===== config.mk =====
export PLATFORM = sky130hd
export DESIGN_NAME = pwr_state_seq
export DESIGN_NICKNAME = d
export VERILOG_FILES = /design/src/rtl/pwr_seq_pkg.sv /design/src/rtl/pwr_sync.sv /design/src/rtl/pwr_evt_latch.sv /design/src/rtl/pwr_fsm.sv /design/src/rtl/pwr_state_seq.sv
export SDC_FILE = /design/constraint.sdc
export NUM_CORES = 1
export LEC_CHECK = 0
export BUFFER_PORTS_ARGS = -buffer_cell sky130_fd_sc_hd__buf_4
export CAP_MARGIN = 0
export CORE_MARGIN = 10
export CORE_UTILIZATION = 55
export CTS_CLUSTER_SIZE = 24
export DETAILED_ROUTE_END_ITERATION = 6
export GPL_ROUTABILITY_DRIVEN = 0
export HOLD_SLACK_MARGIN = 0.12
export PLACE_DENSITY = 0.78
export RECOVER_POWER = 25
export SYNTH_ARGS = -nofsm -noshare
export SYNTH_HDL_FRONTEND = slang
export SYNTH_HIERARCHICAL = 1
export SYNTH_SLANG_ARGS = --single-unit

===== constraint.sdc =====
create_clock -name clk -period 2.5 [get_ports clk]
set_input_delay 0.75 -clock clk [delete_from_list [all_inputs] [get_ports clk]]
set_output_delay 0.75 -clock clk [all_outputs]
set_load 0.01 [all_outputs]

===== src/rtl/pwr_seq_pkg.sv =====
package pwr_seq_pkg;

    localparam int unsigned N_STATES = 6;

    localparam int unsigned I_NORMAL = 0;
    localparam int unsigned I_HALT   = 1;
    localparam int unsigned I_STOPG  = 2;
    localparam int unsigned I_SNOOP  = 3;
    localparam int unsigned I_SLEEP  = 4;
    localparam int unsigned I_DEEP   = 5;

    typedef enum logic [N_STATES-1:0] {
        ST_NORMAL = 6'b000001,
        ST_HALT   = 6'b000010,
        ST_STOPG  = 6'b000100,
        ST_SNOOP  = 6'b001000,
        ST_SLEEP  = 6'b010000,
        ST_DEEP   = 6'b100000
    } pwr_state_e;

endpackage


===== src/rtl/pwr_sync.sv =====
module pwr_sync #(
    parameter int unsigned W = 1,
    parameter logic [W-1:0] RST_VAL = '0
) (
    input  logic         clk,
    input  logic         arst_n,
    input  logic [W-1:0] d,
    output logic [W-1:0] q
);
    logic [W-1:0] stage1;

    always_ff @(posedge clk or negedge arst_n) begin
        if (!arst_n) begin
            stage1 <= RST_VAL;
            q      <= RST_VAL;
        end else begin
            stage1 <= d;
            q      <= stage1;
        end
    end
endmodule


===== src/rtl/pwr_evt_latch.sv =====
module pwr_evt_latch #(
    parameter int unsigned NUM_EVT = 5
) (
    input  logic               clk,
    input  logic               arst_n,
    input  logic [NUM_EVT-1:0] evt_s,
    input  logic               rst_on,
    input  logic               in_normal,
    input  logic               in_lowpwr,
    output logic [NUM_EVT-1:0] pending,
    output logic [NUM_EVT-1:0] deliver
);
    logic [NUM_EVT-1:0] prev;

    for (genvar i = 0; i < NUM_EVT; i++) begin : g_evt
        logic rise;
        assign rise = evt_s[i] & ~prev[i] & ~in_lowpwr;

        always_ff @(posedge clk or negedge arst_n) begin
            if (!arst_n) begin
                prev[i]    <= 1'b0;
                pending[i] <= 1'b0;
                deliver[i] <= 1'b0;
            end else begin
                prev[i] <= evt_s[i];
                if (rst_on) begin
                    pending[i] <= 1'b0;
                    deliver[i] <= 1'b0;
                end else if (in_normal) begin
                    deliver[i] <= pending[i];
                    pending[i] <= rise;
                end else begin
                    deliver[i] <= 1'b0;
                    pending[i] <= pending[i] | rise;
                end
            end
        end
    end


    dlv_only_normal_chk: assert property (@(posedge clk) disable iff (!arst_n)
        (deliver != '0) |-> $past(in_normal));


    lowpwr_no_latch_chk: assert property (@(posedge clk) disable iff (!arst_n)
        ($past(in_lowpwr) && !$past(rst_on)) |-> $stable(pending));
endmodule


===== src/rtl/pwr_fsm.sv =====
module pwr_fsm
    import pwr_seq_pkg::*;
#(
    parameter int unsigned MIN_SLEEP_CYC = 2
) (
    input  logic       clk,
    input  logic       arst_n,
    input  logic       stopclk_on,
    input  logic       sleep_on,
    input  logic       rst_on,
    input  logic       halt_s,
    input  logic       snp_start_s,
    input  logic       snp_done_s,
    input  logic       bclk_ok,
    input  logic       pend_any,
    output pwr_state_e state,
    output logic       viol
);
    localparam int unsigned CW = $clog2(MIN_SLEEP_CYC + 1);
    localparam logic [CW-1:0] CMAX = CW'(MIN_SLEEP_CYC);

    pwr_state_e    nxt;
    logic          ret_halt, nxt_ret;
    logic [CW-1:0] cnt, nxt_cnt;
    logic          nxt_viol;

    always_ff @(posedge clk or negedge arst_n) begin
        if (!arst_n) begin
            state    <= ST_NORMAL;
            ret_halt <= 1'b0;
            cnt      <= '0;
            viol     <= 1'b0;
        end else begin
            state    <= nxt;
            ret_halt <= nxt_ret;
            cnt      <= nxt_cnt;
            viol     <= nxt_viol;
        end
    end

    always_comb begin
        nxt      = state;
        nxt_ret  = ret_halt;
        nxt_cnt  = cnt;
        nxt_viol = 1'b0;
        if (rst_on) begin
            nxt     = (state == ST_STOPG) ? ST_STOPG : ST_NORMAL;
            nxt_ret = 1'b0;
            nxt_cnt = '0;
        end else begin
            unique case (state)
                ST_NORMAL: begin
                    if (sleep_on)        nxt_viol = 1'b1;
                    else if (stopclk_on) nxt = ST_STOPG;
                    else if (halt_s)     nxt = ST_HALT;
                end
                ST_HALT: begin
                    if (sleep_on) nxt_viol = 1'b1;
                    else if (snp_start_s) begin
                        nxt     = ST_SNOOP;
                        nxt_ret = 1'b1;
                    end
                    else if (stopclk_on) nxt = ST_STOPG;
                    else if (pend_any)   nxt = ST_NORMAL;
                end
                ST_STOPG: begin
                    if (sleep_on) begin
                        nxt      = ST_SLEEP;
                        nxt_cnt  = CW'(1);
                        nxt_viol = snp_start_s;
                    end else if (snp_start_s) begin
                        nxt     = ST_SNOOP;
                        nxt_ret = 1'b0;
                    end else if (!stopclk_on) begin
                        nxt = ST_NORMAL;
                    end
                end
                ST_SNOOP: begin
                    if (sleep_on)        nxt_viol = 1'b1;
                    else if (snp_done_s) nxt = ret_halt ? ST_HALT : ST_STOPG;
                end
                ST_SLEEP: begin
                    if (cnt < CMAX) nxt_cnt = cnt + CW'(1);
                    if (snp_start_s) nxt_viol = 1'b1;
                    if (!bclk_ok) begin
                        nxt = ST_DEEP;
                    end else if (!sleep_on) begin
                        nxt = ST_STOPG;
                        if (cnt < CMAX || !stopclk_on) nxt_viol = 1'b1;
                    end
                end
                ST_DEEP: begin
                    if (cnt < CMAX) nxt_cnt = cnt + CW'(1);
                    if (snp_start_s) nxt_viol = 1'b1;
                    if (bclk_ok) nxt = ST_SLEEP;
                end
                default: nxt = ST_NORMAL;
            endcase
        end
    end


    st_onehot_chk: assert property (@(posedge clk) disable iff (!arst_n)
        $countones(state) == 1);


    snoop_entry_chk: assert property (@(posedge clk) disable iff (!arst_n)
        $rose(state[I_SNOOP]) |-> ($past(state[I_STOPG]) || $past(state[I_HALT])));


    sleep_entry_chk: assert property (@(posedge clk) disable iff (!arst_n)
        $rose(state[I_SLEEP]) |-> ($past(state[I_STOPG]) || $past(state[I_DEEP])));


    deep_entry_chk: assert property (@(posedge clk) disable iff (!arst_n)
        $rose(state[I_DEEP]) |-> $past(state[I_SLEEP]));
endmodule


===== src/rtl/pwr_state_seq.sv =====
module pwr_state_seq
    import pwr_seq_pkg::*;
#(
    parameter int unsigned NUM_EVT       = 5,
    parameter int unsigned MIN_SLEEP_CYC = 2
) (
    input  logic               clk,
    input  logic               arst_n,
    input  logic               stopclk_req_n,
    input  logic               sleep_req_n,
    input  logic               reset_req_n,
    input  logic               halt_stb,
    input  logic               snoop_start,
    input  logic               snoop_done,
    input  logic               bclk_present,
    input  logic [NUM_EVT-1:0] evt_in,
    output logic [5:0]         state_oh,
    output logic               core_clk_en,
    output logic               snoop_resp_en,
    output logic [NUM_EVT-1:0] evt_pending,
    output logic [NUM_EVT-1:0] evt_deliver,
    output logic               proto_violation
);
    localparam int unsigned CTRL_W = 7;
    localparam logic [CTRL_W-1:0] CTRL_IDLE = 7'b111_000_1;

    logic [CTRL_W-1:0]  ctrl_s;
    logic [NUM_EVT-1:0] evt_s;
    pwr_state_e         state;

    pwr_sync #(.W(CTRL_W), .RST_VAL(CTRL_IDLE)) u_ctrl_sync (
        .clk    (clk),
        .arst_n (arst_n),
        .d      ({stopclk_req_n, sleep_req_n, reset_req_n,
                  halt_stb, snoop_start, snoop_done, bclk_present}),
        .q      (ctrl_s)
    );

    pwr_sync #(.W(NUM_EVT), .RST_VAL('0)) u_evt_sync (
        .clk    (clk),
        .arst_n (arst_n),
        .d      (evt_in),
        .q      (evt_s)
    );

    pwr_fsm #(.MIN_SLEEP_CYC(MIN_SLEEP_CYC)) u_fsm (
        .clk         (clk),
        .arst_n      (arst_n),
        .stopclk_on  (~ctrl_s[6]),
        .sleep_on    (~ctrl_s[5]),
        .rst_on      (~ctrl_s[4]),
        .halt_s      (ctrl_s[3]),
        .snp_start_s (ctrl_s[2]),
        .snp_done_s  (ctrl_s[1]),
        .bclk_ok     (ctrl_s[0]),
        .pend_any    (|evt_pending),
        .state       (state),
        .viol        (proto_violation)
    );

    pwr_evt_latch #(.NUM_EVT(NUM_EVT)) u_evt (
        .clk       (clk),
        .arst_n    (arst_n),
        .evt_s     (evt_s),
        .rst_on    (~ctrl_s[4]),
        .in_normal (state == ST_NORMAL),
        .in_lowpwr ((state == ST_SLEEP) || (state == ST_DEEP)),
        .pending   (evt_pending),
        .deliver   (evt_deliver)
    );

    always_comb begin
        state_oh      = state;
        core_clk_en   = (state == ST_NORMAL) || (state == ST_HALT);
        snoop_resp_en = (state == ST_STOPG) || (state == ST_HALT) || (state == ST_SNOOP);
    end
endmodule


==> run summary <==
Status: finished clean
Worst slew pin tran: 0.682 ns
Mux share of post-synthesis cell area: 1.67%
Post-synth top area cell: dfrtp_1
Final Slew Violations: 0
Syn nets: 185
CTS sink cnt: 49
Setup violators final: 0
FMAX: 420 MHz
Post-DP Area: 0.00231 sq mm
Largest family of logic cells by synthesized area: simple AND/OR/NAND/NOR gates
Die ar.: 0.00651 sq mm
Gr usage total: 13.4%
Die height: 80.7 um
Die Wd: 80.7 um
Relative slew margins: 54.5%
H-tree Lvls: 2
Post-CTS Setup Inserts: 0
Share of the synthesized area in the top cell type: 49.4%
CTS tree: done
Cells along the critical path: or4_4 > nor2_1 > buf_4
Synthesized cell area: 0.00203 sq mm
Post-synth EDFFs: 0
RSZ-0062 raised after global routing: no
Combinational share of power: 26.6%
Synth unique cells: 45
Slowest-stage cell, CP: or4_4
Initial Util: 58.9%
Worst Path Max Fanout: 14
CP endpoint kind: output port
Max_cap viols: 0
Layout Utilization: 70.3%
Global-route wire length before repair: 6910 um
Synth Warn #: 6
Post-Synthesis Cells: 171
Final ANT Viol Nets: 0
Tot Pwr: 1.96 mW
XOR/XNOR share of the synthesized area: 2.16%
Post-DP HPWL: 2890 um
Syn_area_per_cell: 11.8 sq um
Non-filler instance count after layout: 255
Post-Synth Adder-Cell Area: 0%
Sw Ratio: 29.7%
First-iteration detailed-routing DRC count: 138
Largest net degree at the start of global routing: 50
NumNets Final: 222
WP buf/inv: 1
Port Buffers: 32
Final period utilization: 95.3%
Leakage power: 1.10 nW
WS Path Type: flip-flop to output port
Fin. Hold Viols: 0
Root buffer cell: clkbuf_8
Setup TNS: 0 ns
Vias in the first global route: 1,465
Final instance area: 0.00242 sq mm
Area fraction in compound gates after synthesis: 10.7%
DR pass1 iterations: 4
Dpl ws: 0.289 ns
Seq/Total Area, Yosys: 61.1%
Minimum clock period: 2.38 ns
Share of layout cells above drive strength 1: 28.7%
Max Buffers Root-to-Sink: 2
Core ar.: 0.00344 sq mm
Worst min-delay path category: flip-flop to flip-flop
Top_reg_cell synth: dfrtp_1
Via count: 1,439
Clk pwr share: 25.7%
Ant diodes: 0
Synth top cells by count: dfrtp_1, nor2_1, dfstp_2, nand2_1, nand2b_1
CP max stage delay: 0.58 ns
Internal power: 1.38 mW
Asr flop ratio synth: 100%
Post-cts sizing count: 0
GRT Residual Overflow: 0
Worst path arrival time: 1.63 ns
Clock Pin Slew Worst Setup and Hold Paths: 0.09 ns
Top cells by area, synth: dfrtp_1, dfstp_2, nand2b_1
DRC viols: 0
Sw Pwr: 583 uW
WL final: 4140 um
Row count: 21
Pwr Density: 811 mW/mm^2
Seq pwr share: 47.7%
Simple-gate share of the synthesized area: 21.1%
Worst hold margin: 0.355 ns
Most numerous cell in the Yosys netlist: dfrtp_1
Worst Setup Start Kind: flip-flop
IO Pins: 33
VDD IR max: 0.536 mV
Layout-stage area growth over the synthesis result: 19.4%
WP data required: 1.75 ns
Initial antenna violation count: 0
# hold bufs at CTS: 0
Setup slack after layout: 0.117 ns
Worst skew pair latency: 0.30 ns
Dpl cells: 247
Clk_skew: 0.00968 ns
Register bit total from synthesis: 49
DR vias/cell: 5.64
CTS buffer count: 5
Cell family with most CP delay: simple AND/OR/NAND/NOR gates
Per-cell routed wire length: 16.2 um
power by group through the flow:
stage          clock (mW)  combinational (mW)  sequential [mW]
5_1_grt             0.541               0.568            0.947
4_1_cts             0.519               0.518            0.934
3_5_place_dp            0               0.514            0.949
2_1_floorplan           0               0.320            0.939
3_3_place_gp            0               0.502            0.942
6_report            0.505               0.521            0.935
worst register-to-register path: stages (launching register included):
cell and delay (ns):
dfrtp_1 0.52, or4_1 0.63, or3_1 0.39, a21oi_2 0.15, nor3_1 0.11, mux2_1 0.34
routing by layer:
| layer | track usage (%) | routed length (um) |
|---|---|---|
| met1 | 16.5 | 1750 |
| met2 | 21.3 | 2030 |
| met3 | 4.23 | 328 |
| met4 | 5.36 | 32 |
| met5 | 0 | 0 |
path summary, 6_finish.rpt:
kind / start / endpoint / slack (ns) / depth (start not counted)
min in group asynchronous: arst_n / u_evt_sync/stage1[3] / 0.45 / 1
worst max register to register: u_fsm/state[2] / u_fsm/state[1] / 0.25 / 5
worst max-delay path: u_fsm/state[2] / core_clk_en / 0.12 / 3
worst min register to register: u_evt_sync/stage1[1] / u_evt_sync/q[1] / 0.35 / 0
worst min-delay path: u_evt_sync/stage1[1] / u_evt_sync/q[1] / 0.35 / 0
max in group asynchronous: arst_n / u_ctrl_sync/q[0] / 1.66 / 1
cells in the final DEF (no fill, tap or decap), types with 4 or more instances in the layout:
cell and count:
and2_1 5, or3b_1 5, nand2_1 9, clkbuf_8 7
nor3b_1 4, nor2_1 11, dfstp_2 9, nand2b_1 9
nor3_1 5, inv_1 5, buf_4 25, o21ai_0 7
dfrtp_1 40, a21oi_1 8, clkbuf_4 12
state kept, by name, indices dropped and copies added, names as in the netlist:
register / flops
u_fsm/state: 6
u_evt/prev: 5
u_evt_sync/stage1: 5
u_ctrl_sync/stage1: 7
u_fsm/viol: 1
u_ctrl_sync/q: 7
u_evt_sync/q: 5
u_evt/deliver: 5
u_fsm/cnt: 2
u_fsm/ret_halt: 1
u_evt/pending: 5
cell families after synthesis:
| kind of cell | after synthesis |
|---|---|
| simple gates | 70 |
| xor+xnor | 5 |
| compound gates | 32 |
| buf+inv | 12 |
| flops | 49 |
| mux | 3 |
final cells by class:
cell class                      instances  area, sq um
Multi-Input combinational cell        110          722
Timing Repair Buffer                   37          278
Clock buffer                            7         96.3
Fill cell                             274         1020
Inverter                                5         18.8
Clock inverter                          1         8.76
Sequential cell                        49         1240
Tap cell                               46         57.6
Power figures use the tool's default switching activity.
